## config.mk

```make
export PLATFORM = sky130hd
export DESIGN_NAME = up2_interp_fir
export DESIGN_NICKNAME = d
export VERILOG_FILES = /design/src/rtl/up2_pkg.sv /design/src/rtl/up2_phase_ctrl.sv /design/src/rtl/up2_slot_perm.sv /design/src/rtl/up2_dot.sv /design/src/rtl/up2_interp_fir.sv
export SDC_FILE = /design/constraint.sdc
export NUM_CORES = 1
export LEC_CHECK = 0
export CAP_MARGIN = 20
export CELL_PAD_IN_SITES_DETAIL_PLACEMENT = 0
export CELL_PAD_IN_SITES_GLOBAL_PLACEMENT = 1
export CORE_MARGIN = 1.5
export CORE_UTILIZATION = 48
export DETAILED_ROUTE_END_ITERATION = 10
export DONT_BUFFER_PORTS = 1
export PLACE_DENSITY_LB_ADDON = 0.08
export SYNTH_ARGS = -nofsm -noshare
export SYNTH_HDL_FRONTEND = slang
export SYNTH_SLANG_ARGS = --single-unit
```

## constraint.sdc

```tcl
create_clock -name clk -period 7.1 [get_ports clk]
set_input_delay 0.355 -clock clk [delete_from_list [all_inputs] [get_ports clk]]
set_output_delay 0.355 -clock clk [all_outputs]
set_load 0.02 [all_outputs]
```

## src/rtl/up2_pkg.sv

```systemverilog
package up2_pkg;
  typedef enum logic {
    PH_LOAD = 1'b0,
    PH_SWAP = 1'b1
  } up2_phase_e;
endpackage

```

## src/rtl/up2_phase_ctrl.sv

```systemverilog
module up2_phase_ctrl
  import up2_pkg::*;
(
  input  logic clk,
  input  logic rst_n,
  input  logic in_valid,
  output logic in_ready,
  output logic load_o,
  output logic swap_o
);
  up2_phase_e phase_q, phase_d;

  assign in_ready = (phase_q == PH_LOAD);
  assign load_o   = in_ready && in_valid;
  assign swap_o   = (phase_q == PH_SWAP);

  always_comb begin
    phase_d = phase_q;
    if (load_o)      phase_d = PH_SWAP;
    else if (swap_o) phase_d = PH_LOAD;
  end

  always_ff @(posedge clk or negedge rst_n) begin
    if (!rst_n) phase_q <= PH_LOAD;
    else        phase_q <= phase_d;
  end

  // a swap phase always hands back to the load phase
  a_r2_swap_one_clock: assert property (@(posedge clk) disable iff (!rst_n)
    swap_o |=> in_ready);
  // an accepted sample is always followed by a swap phase
  a_r2_load_then_swap: assert property (@(posedge clk) disable iff (!rst_n)
    load_o |=> !in_ready);
  // an unused load phase keeps waiting
  a_r3_idle_waits: assert property (@(posedge clk) disable iff (!rst_n)
    (in_ready && !in_valid) |=> in_ready);
endmodule

```

## src/rtl/up2_slot_perm.sv

```systemverilog
module up2_slot_perm #(
  parameter int W     = 8,
  parameter int NPAIR = 4,
  localparam int NS   = 2 * NPAIR
) (
  input  logic          clk,
  input  logic          rst_n,
  input  logic          load_i,
  input  logic          swap_i,
  input  logic [W-1:0]  din_i,
  output logic [NS*W-1:0] slots_o,
  output logic [NS*W-1:0] slots_nxt_o
);
  logic [NS-1:0][W-1:0] cur, nxt;

  for (genvar j = 0; j < NS; j++) begin : g_slot
    logic [W-1:0] a_src, b_src;
    // load phase: new sample at the head, inner neighbours exchange, tail holds
    if (j == 0) begin : g_a_head
      assign a_src = din_i;
    end else if (j == NS - 1) begin : g_a_tail
      assign a_src = cur[j];
    end else if (j % 2 == 1) begin : g_a_up
      assign a_src = cur[j+1];
    end else begin : g_a_dn
      assign a_src = cur[j-1];
    end
    // swap phase: outer neighbours exchange
    if (j % 2 == 0) begin : g_b_up
      assign b_src = cur[j+1];
    end else begin : g_b_dn
      assign b_src = cur[j-1];
    end
    assign nxt[j] = load_i ? a_src : (swap_i ? b_src : cur[j]);
    assign slots_o[j*W +: W]     = cur[j];
    assign slots_nxt_o[j*W +: W] = nxt[j];
  end

  always_ff @(posedge clk or negedge rst_n) begin
    if (!rst_n) cur <= '0;
    else        cur <= nxt;
  end

  // the accepted sample lands in slot 1 and the last slot keeps its value
  a_r4_head_takes_input: assert property (@(posedge clk) disable iff (!rst_n)
    load_i |=> (cur[0] == $past(din_i)) && (cur[NS-1] == $past(cur[NS-1])));
  // the first pair exchanges in the swap phase
  a_r5_head_pair_swaps: assert property (@(posedge clk) disable iff (!rst_n)
    swap_i |=> (cur[0] == $past(cur[1])) && (cur[1] == $past(cur[0])));
  // without an advance the store holds
  a_r3_store_holds: assert property (@(posedge clk) disable iff (!rst_n)
    (!load_i && !swap_i) |=> $stable(cur));
  // the two advance kinds never coincide
  a_r2_exclusive_advance: assert property (@(posedge clk) disable iff (!rst_n)
    !(load_i && swap_i));
endmodule

```

## src/rtl/up2_dot.sv

```systemverilog
module up2_dot #(
  parameter int W     = 8,
  parameter int CW    = 8,
  parameter int NPAIR = 4,
  parameter logic [NPAIR*CW-1:0] COEFS = '0,
  localparam int NS = 2 * NPAIR,
  localparam int PW = W + CW,
  localparam int OW = PW + $clog2(NPAIR)
) (
  input  logic [NS*W-1:0]        slots_i,
  output logic signed [OW-1:0]   sum_o
);
  logic [NPAIR-1:0][PW-1:0] prod;

  for (genvar k = 0; k < NPAIR; k++) begin : g_mul
    logic signed [W-1:0]  sv;
    logic signed [CW-1:0] cv;
    logic signed [PW-1:0] pv;
    assign sv = slots_i[(2*k)*W +: W];
    assign cv = COEFS[k*CW +: CW];
    assign pv = sv * cv;
    assign prod[k] = pv;
  end

  always_comb begin
    sum_o = '0;
    for (int k = 0; k < NPAIR; k++) begin
      sum_o = sum_o + OW'($signed(prod[k]));
    end
  end
endmodule

```

## src/rtl/up2_interp_fir.sv

```systemverilog
module up2_interp_fir #(
  parameter int DATA_W = 8,
  parameter int COEF_W = 8,
  parameter int NPAIR  = 4,
  parameter logic [NPAIR*COEF_W-1:0] COEFS = 32'h64_11_FB_03,
  localparam int NSLOT = 2 * NPAIR,
  localparam int OUT_W = DATA_W + COEF_W + $clog2(NPAIR)
) (
  input  logic                     clk,
  input  logic                     rst_n,
  input  logic                     in_valid,
  output logic                     in_ready,
  input  logic [DATA_W-1:0]        in_data,
  output logic [NSLOT*DATA_W-1:0]  tap_slots,
  output logic                     out_valid,
  output logic [OUT_W-1:0]         out_data
);
  logic load, swap;
  logic [NSLOT*DATA_W-1:0] slots_nxt;
  logic signed [OUT_W-1:0] dot_nxt;

  up2_phase_ctrl i_phase (
    .clk      (clk),
    .rst_n    (rst_n),
    .in_valid (in_valid),
    .in_ready (in_ready),
    .load_o   (load),
    .swap_o   (swap)
  );

  up2_slot_perm #(.W(DATA_W), .NPAIR(NPAIR)) i_store (
    .clk         (clk),
    .rst_n       (rst_n),
    .load_i      (load),
    .swap_i      (swap),
    .din_i       (in_data),
    .slots_o     (tap_slots),
    .slots_nxt_o (slots_nxt)
  );

  up2_dot #(.W(DATA_W), .CW(COEF_W), .NPAIR(NPAIR), .COEFS(COEFS)) i_dot (
    .slots_i (slots_nxt),
    .sum_o   (dot_nxt)
  );

  always_ff @(posedge clk or negedge rst_n) begin
    if (!rst_n) begin
      out_valid <= 1'b0;
      out_data  <= '0;
    end else begin
      out_valid <= load || swap;
      if (load || swap) out_data <= dot_nxt;
    end
  end

  // every advance yields an output beat on the next clock
  a_r6_beat_per_advance: assert property (@(posedge clk) disable iff (!rst_n)
    (in_valid || !in_ready) |=> out_valid);
  // a stalled load phase gives no beat and keeps the last result
  a_r3_no_beat_on_stall: assert property (@(posedge clk) disable iff (!rst_n)
    (in_ready && !in_valid) |=> (!out_valid && $stable(out_data)));
endmodule

```

After elaboration in Yosys (flattened, before gate mapping)
Index checks and enable logic that the tools add are counted.

Output and inout port bits: 84. Register bits: 84. Memory bits (writable): 0. Memories kept: 0. Latch bits: 0. ROM bits: 0. Word-level logic and storage cells: 39.

Muxes and demuxes: 15. Add/subtract/negate cells: 3. Bitwise operators: 2. Reductions and logical operators: 4. Equality and inequality tests: 0. $lt $le $gt $ge: 0. Divide/modulo/power cells: 0. Shifts and indexed selects: 0. $mul: 4.

Operators by type and width (number): two-way mux 8 bit (14); multiplier 8 x 6 -> 14 bit (second input constant) (2); adder 18 x 16 -> 18 bit (1); adder 13 x 14 -> 15 bit (1); adder 11 x 12 -> 13 bit (1); multiplier 8 x 4 -> 12 bit (second input constant) (1); multiplier 8 x 3 -> 11 bit (second input constant) (1); NOT 1 bit (2); AND reduction 2 bit (1); nonzero test 2 bit (1); logical AND 1 bit (1); logical OR 1 bit (1); two-way mux 1 bit (1).

Depth between registers and ports, before layout
Word-level depth: 7. Gate-level depth with buffers: 30. Mapped depth without buffers: 27.

Modules after synthesis
Synthesis repeated with hierarchy kept, for this count alone.

Cells, all modules: 690. Area, all modules: 7191.9 um^2.

Modules (own cells, without submodules): up2_dot (seq. area each 0.0 um^2, area an instance 3500.9 um^2, instances 1, cells an instance 387); up2_slot_perm (seq. area each 1601.5 um^2, area an instance 2909.0 um^2, instances 1, cells an instance 260); up2_interp_fir (seq. area each 475.5 um^2, area an instance 747.0 um^2, instances 1, cells an instance 40); up2_phase_ctrl (seq. area each 25.0 um^2, area an instance 35.0 um^2, instances 1, cells an instance 3).

Worst setup path after synthesis
Ideal clock, no wire load.

Path kind: input port to flip-flop. Start: input in_valid. End: register out_data[14]. Stages: 26. Setup slack: 0.406 ns. Arrival: 6.573 ns. Buffers on the path: 3. Setup time: 0.120 ns. Required time: 6.980 ns. Cells stage by stage: clkbuf_1 buf_2 buf_2 mux2i_1 o21ai_0 ha_1 fa_1 fa_1 fa_1 inv_1 fa_1 inv_1 ha_1 o21ai_0 nand2b_1 a31oi_1 o21bai_1 a21oi_1 xnor2_1 ha_1 nand3_1 nor2_1 a221oi_2 a21oi_1 or4_1 o211a_1.

Cells in the longest elaborated chain, start to end: 6. Elaborated cells between the ends (all ways): 13.

RTL lines: from (decl) (line up2_interp_fir.sv:11) `input logic in_valid,`; logical AND 1 bit (line up2_phase_ctrl.sv:14) `assign load_o = in_ready && in_valid;`; two-way mux 8 bit (line up2_slot_perm.sv:34) `assign nxt[j] = load_i ? a_src : (swap_i ? b_src : cur[j]);`; via i_dot.slots_i[23] (line up2_dot.sv:10) `input logic [NS*W-1:0] slots_i,`; multiplier 8 x 4 -> 12 bit (line up2_dot.sv:21) `assign pv = sv * cv;`; adder 11 x 12 -> 13 bit (line up2_dot.sv:28) `sum_o = sum_o + OW'($signed(prod[k]));`; adder 13 x 14 -> 15 bit (line up2_dot.sv:28); adder 18 x 16 -> 18 bit (line up2_dot.sv:28); to (signal assigned) (line up2_interp_fir.sv:52) `if (load || swap) out_data <= dot_nxt;`; to (decl) (line up2_interp_fir.sv:16) `output logic [OUT_W-1:0] out_data`.

The timed path passes the listed nets, and every way through them passes these cells. A chain may end at the register's enable or synchronous reset.

Worst setup path after layout
Start: register i_phase.phase_q, in the netlist i_phase.swap_o. End: register out_data[14].

Elaborated cells between the ends (all ways): 18.

RTL lines: from (decl) (line up2_phase_ctrl.sv:11) `up2_phase_e phase_q, phase_d;`; from (signal assigned) (line up2_phase_ctrl.sv:25) `else phase_q <= phase_d;`; NOT 1 bit (line up2_phase_ctrl.sv:13) `assign in_ready = (phase_q == PH_LOAD);`; logical AND 1 bit (line up2_phase_ctrl.sv:14); two-way mux 8 bit * (line up2_slot_perm.sv:34); via i_dot.slots_i[34] (line up2_dot.sv:10); multiplier 8 x 6 -> 14 bit * (line up2_dot.sv:21); adder 13 x 14 -> 15 bit * (line up2_dot.sv:28); adder 18 x 16 -> 18 bit * (line up2_dot.sv:28).

The timed path passes the listed nets; every way through them passes the cells marked *.

==> results_dict.tcl <==
set metrics [dict create \
    die_area_mm2 0.01577 \
    cap_viol_max_count 0 \
    layout_common_cells "131 x inv_1, 97 x ha_1, 83 x dfrtp_1, 79 x nand2_1, 59 x o21ai_0" \
    start_util_pct 49.45 \
    hold_viol 0 \
    clk_latency_ns 0.35 \
    grt_pass1_vias 5191 \
    r2r_setup_slack_ns 0.37 \
    worstMarginPinSlew_ns 0.8813 \
    drt_iter0_markers 226 \
    cts_tree "yes" \
    place_congestion 0.7868 \
    die_y_um 125.6 \
    synth_edf_count 0 \
    synth_fp_nets 904 \
    globalRoute.totalOverflow 0 \
    worstSetupEndpointType "register" \
    drt_wl_total_um 15090 \
    grt_start_max_net_pins 85 \
    root_buffer "clkbuf_16" \
    synth_ff_type "dfrtp_1" \
    path_clk_slew_ns 0.07 \
    synth-seq-cells 84 \
    port_buffers 0 \
    async_flop_share_pct 100.0 \
    io-pin-count 95 \
    fin_crit_ns 6.731 \
    avgSynthCellArea_um2 9.645 \
    outcome "completed" \
    fin_skew_ns 0.009249 \
    fp.coreArea_mm2 0.01459 \
    drv_slew 0 \
    netlist_instances 748 \
    detail_route.wl_per_cell_um 16.07 \
    finalSetupViolCount 0 \
    synth-seq-area-share_pct 29.14 \
    vias 4925 \
    dr.pass1.iters 5 \
    netlist_area_mm2 0.007214 \
    finalNetCount 906 \
    rsz0062_at_grt "no" \
    vias_per_cell 5.245 \
    drive_gt1_share_pct 5.695 \
    synth_cell_types 42 \
    antenna_cells 0 \
    cts_buffers 9 \
    grt_pass1_wl_um 25960 \
    die_w_um 125.6 \
    slew_headroom_pct 41.25 \
    ant_nets 0 \
    grt.total_usage_pct 20.43 \
    cp_data_arrival_time_ns 6.97 \
    antenna_found_initial 0 \
    max_freq_mhz 148.6 \
    clockBufferDepth 2 \
    tns_ns 0 \
    drc 0 \
    h-tree-depth 3 \
    hpwl_um 11760 \
    worstPathMaxFanout 31 \
    rows 44 \
    critPathLaunchType "register" \
    yosys_warnings 0 \
    cp_data_required_time_ns 7.34 \
    worstSetupPathType "register to register" \
    cts.sinks 84 \
    final_common_cell "inv_1" \
    syn_to_final_growth_pct 8.429 \
    fin_crit_sh_pct 94.80 \
    hp-class "primary input to register" \
]
sequential cells by signal (all words and copies together) (netlist names):
name                  flops
out_data                 18
i_store.g_slot.b_src     40
out_valid                 1
i_phase.swap_o            1
i_store.g_slot.a_src     24
repair_timing:
item | CTS | global route
resized for setup | 0 | 1
setup buffers | 0 | 1
endpoints found under the setup margin | 0 | 3
hold buffers | 2 | 0
endpoints found under the hold margin | 84 | 0
logic make-up (layout without fill, tap and decap cells):
kind of cell / count (synthesis) / after routing / share of synthesized area [%]
and+or+nand+nor: 120 / 120 / 6.868
AOI/OAI and AO/OA: 144 / 144 / 12.17
adders and majority gates: 145 / 145 / 30.14
buffers and inverters: 154 / 161 / 8.151
muxes: 65 / 65 / 9.157
DFF: 84 / 84 / 29.14
xor gates and xnor gates: 36 / 36 / 4.370
worst max-delay path, cell delays in order (launching register included):
cell      delay (ns)
dfrtp_4         0.64
o21ai_0         0.61
ha_1            0.37
fa_1            0.47
fa_1            0.52
fa_1            0.54
inv_1           0.06
fa_1            0.53
inv_1           0.04
ha_1            0.35
o21ai_0         0.21
nand2b_1        0.08
a31oi_1         0.30
o21bai_1        0.10
a21oi_1         0.19
xnor2_1         0.15
ha_1            0.33
nand3_1         0.11
nor2_1          0.07
a221oi_2        0.27
a21oi_1         0.13
or4_1           0.41
o211a_1         0.13
per-layer routing:
metal / global-route usage [%] / vias up / routed length, um
met4: 7.219 / 0 / 287
met3: 4.835 / 19 / 756
met2: 32.07 / 102 / 6875
met1: 27.73 / 2329 / 7172
li1: - / 2475 / -
met5: 0 / - / 0
Yosys cell counts (3+ instances only):
master / number / area share [%]
buf_1: 3 / 0.16
nand2_1: 79 / 4.1
a31oi_1: 4 / 0.35
xnor2_1: 24 / 2.9
nor2_1: 21 / 1.1
nor2b_1: 5 / 0.43
mux2i_1: 57 / 7.9
dfrtp_1: 84 / 29
o21ai_0: 60 / 4.2
inv_1: 131 / 6.8
mux2_2: 8 / 1.2
nand3_1: 4 / 0.28
o21a_1: 12 / 1.2
fa_1: 48 / 13
a21o_1: 11 / 1.1
ha_1: 97 / 17
buf_2: 8 / 0.55
nor3_1: 4 / 0.28
xor2_1: 12 / 1.5
o21bai_1: 5 / 0.52
clkbuf_1: 12 / 0.62
a21oi_1: 32 / 2.2
area by class of cell:
type	instances	area, um^2
well taps	184	230.2
clock buffers	10	239.0
inverters	131	491.7
flip-flops and latches	84	2106
repair buffers	14	160.2
clock inverters	6	71.32
multi-input cells	510	4524
fillers	1313	6766
final timing paths:
kind / from / endpoint / cells past startpoint
max in group asynchronous: rst_n / out_data[12]$_DFFE_PN0P_ / 2
hold reg to reg: out_data[3]$_DFFE_PN0P_ / out_data[3]$_DFFE_PN0P_ / 2
setup reg to reg: i_phase.swap_o$_DFF_PN0_ / out_data[14]$_DFFE_PN0P_ / 22
setup / recovery: i_phase.swap_o$_DFF_PN0_ / out_data[14]$_DFFE_PN0P_ / 22
hold / removal: in_valid / i_phase.swap_o$_DFF_PN0_ / 1
min in group asynchronous: rst_n / i_store.g_slot[4].b_src[5]$_DFFE_PN0P_ / 2
stage by stage:
step | util, % | cells | hold slack, ns | setup WS [ns] | cell area (um^2)
global route | 53.62 | 939 | 0.1537 | 0.004406 | 7823
finish | 53.62 | 939 | 0.1736 | 0.3692 | 7823
floorplan | - | 748 | 0.05941 | 0.4064 | 7214
CTS | 53.43 | 938 | 0.1489 | 0.2872 | 7795
detailed placement | 51.05 | 920 | 0.06199 | 0.3183 | 7447
global placement | 51.05 | 920 | 0.06218 | 0.4531 | 7447
Power is left out: the tool's default activity adds up to more than one toggle a clock period on the data nets, which glitch-free logic cannot reach.
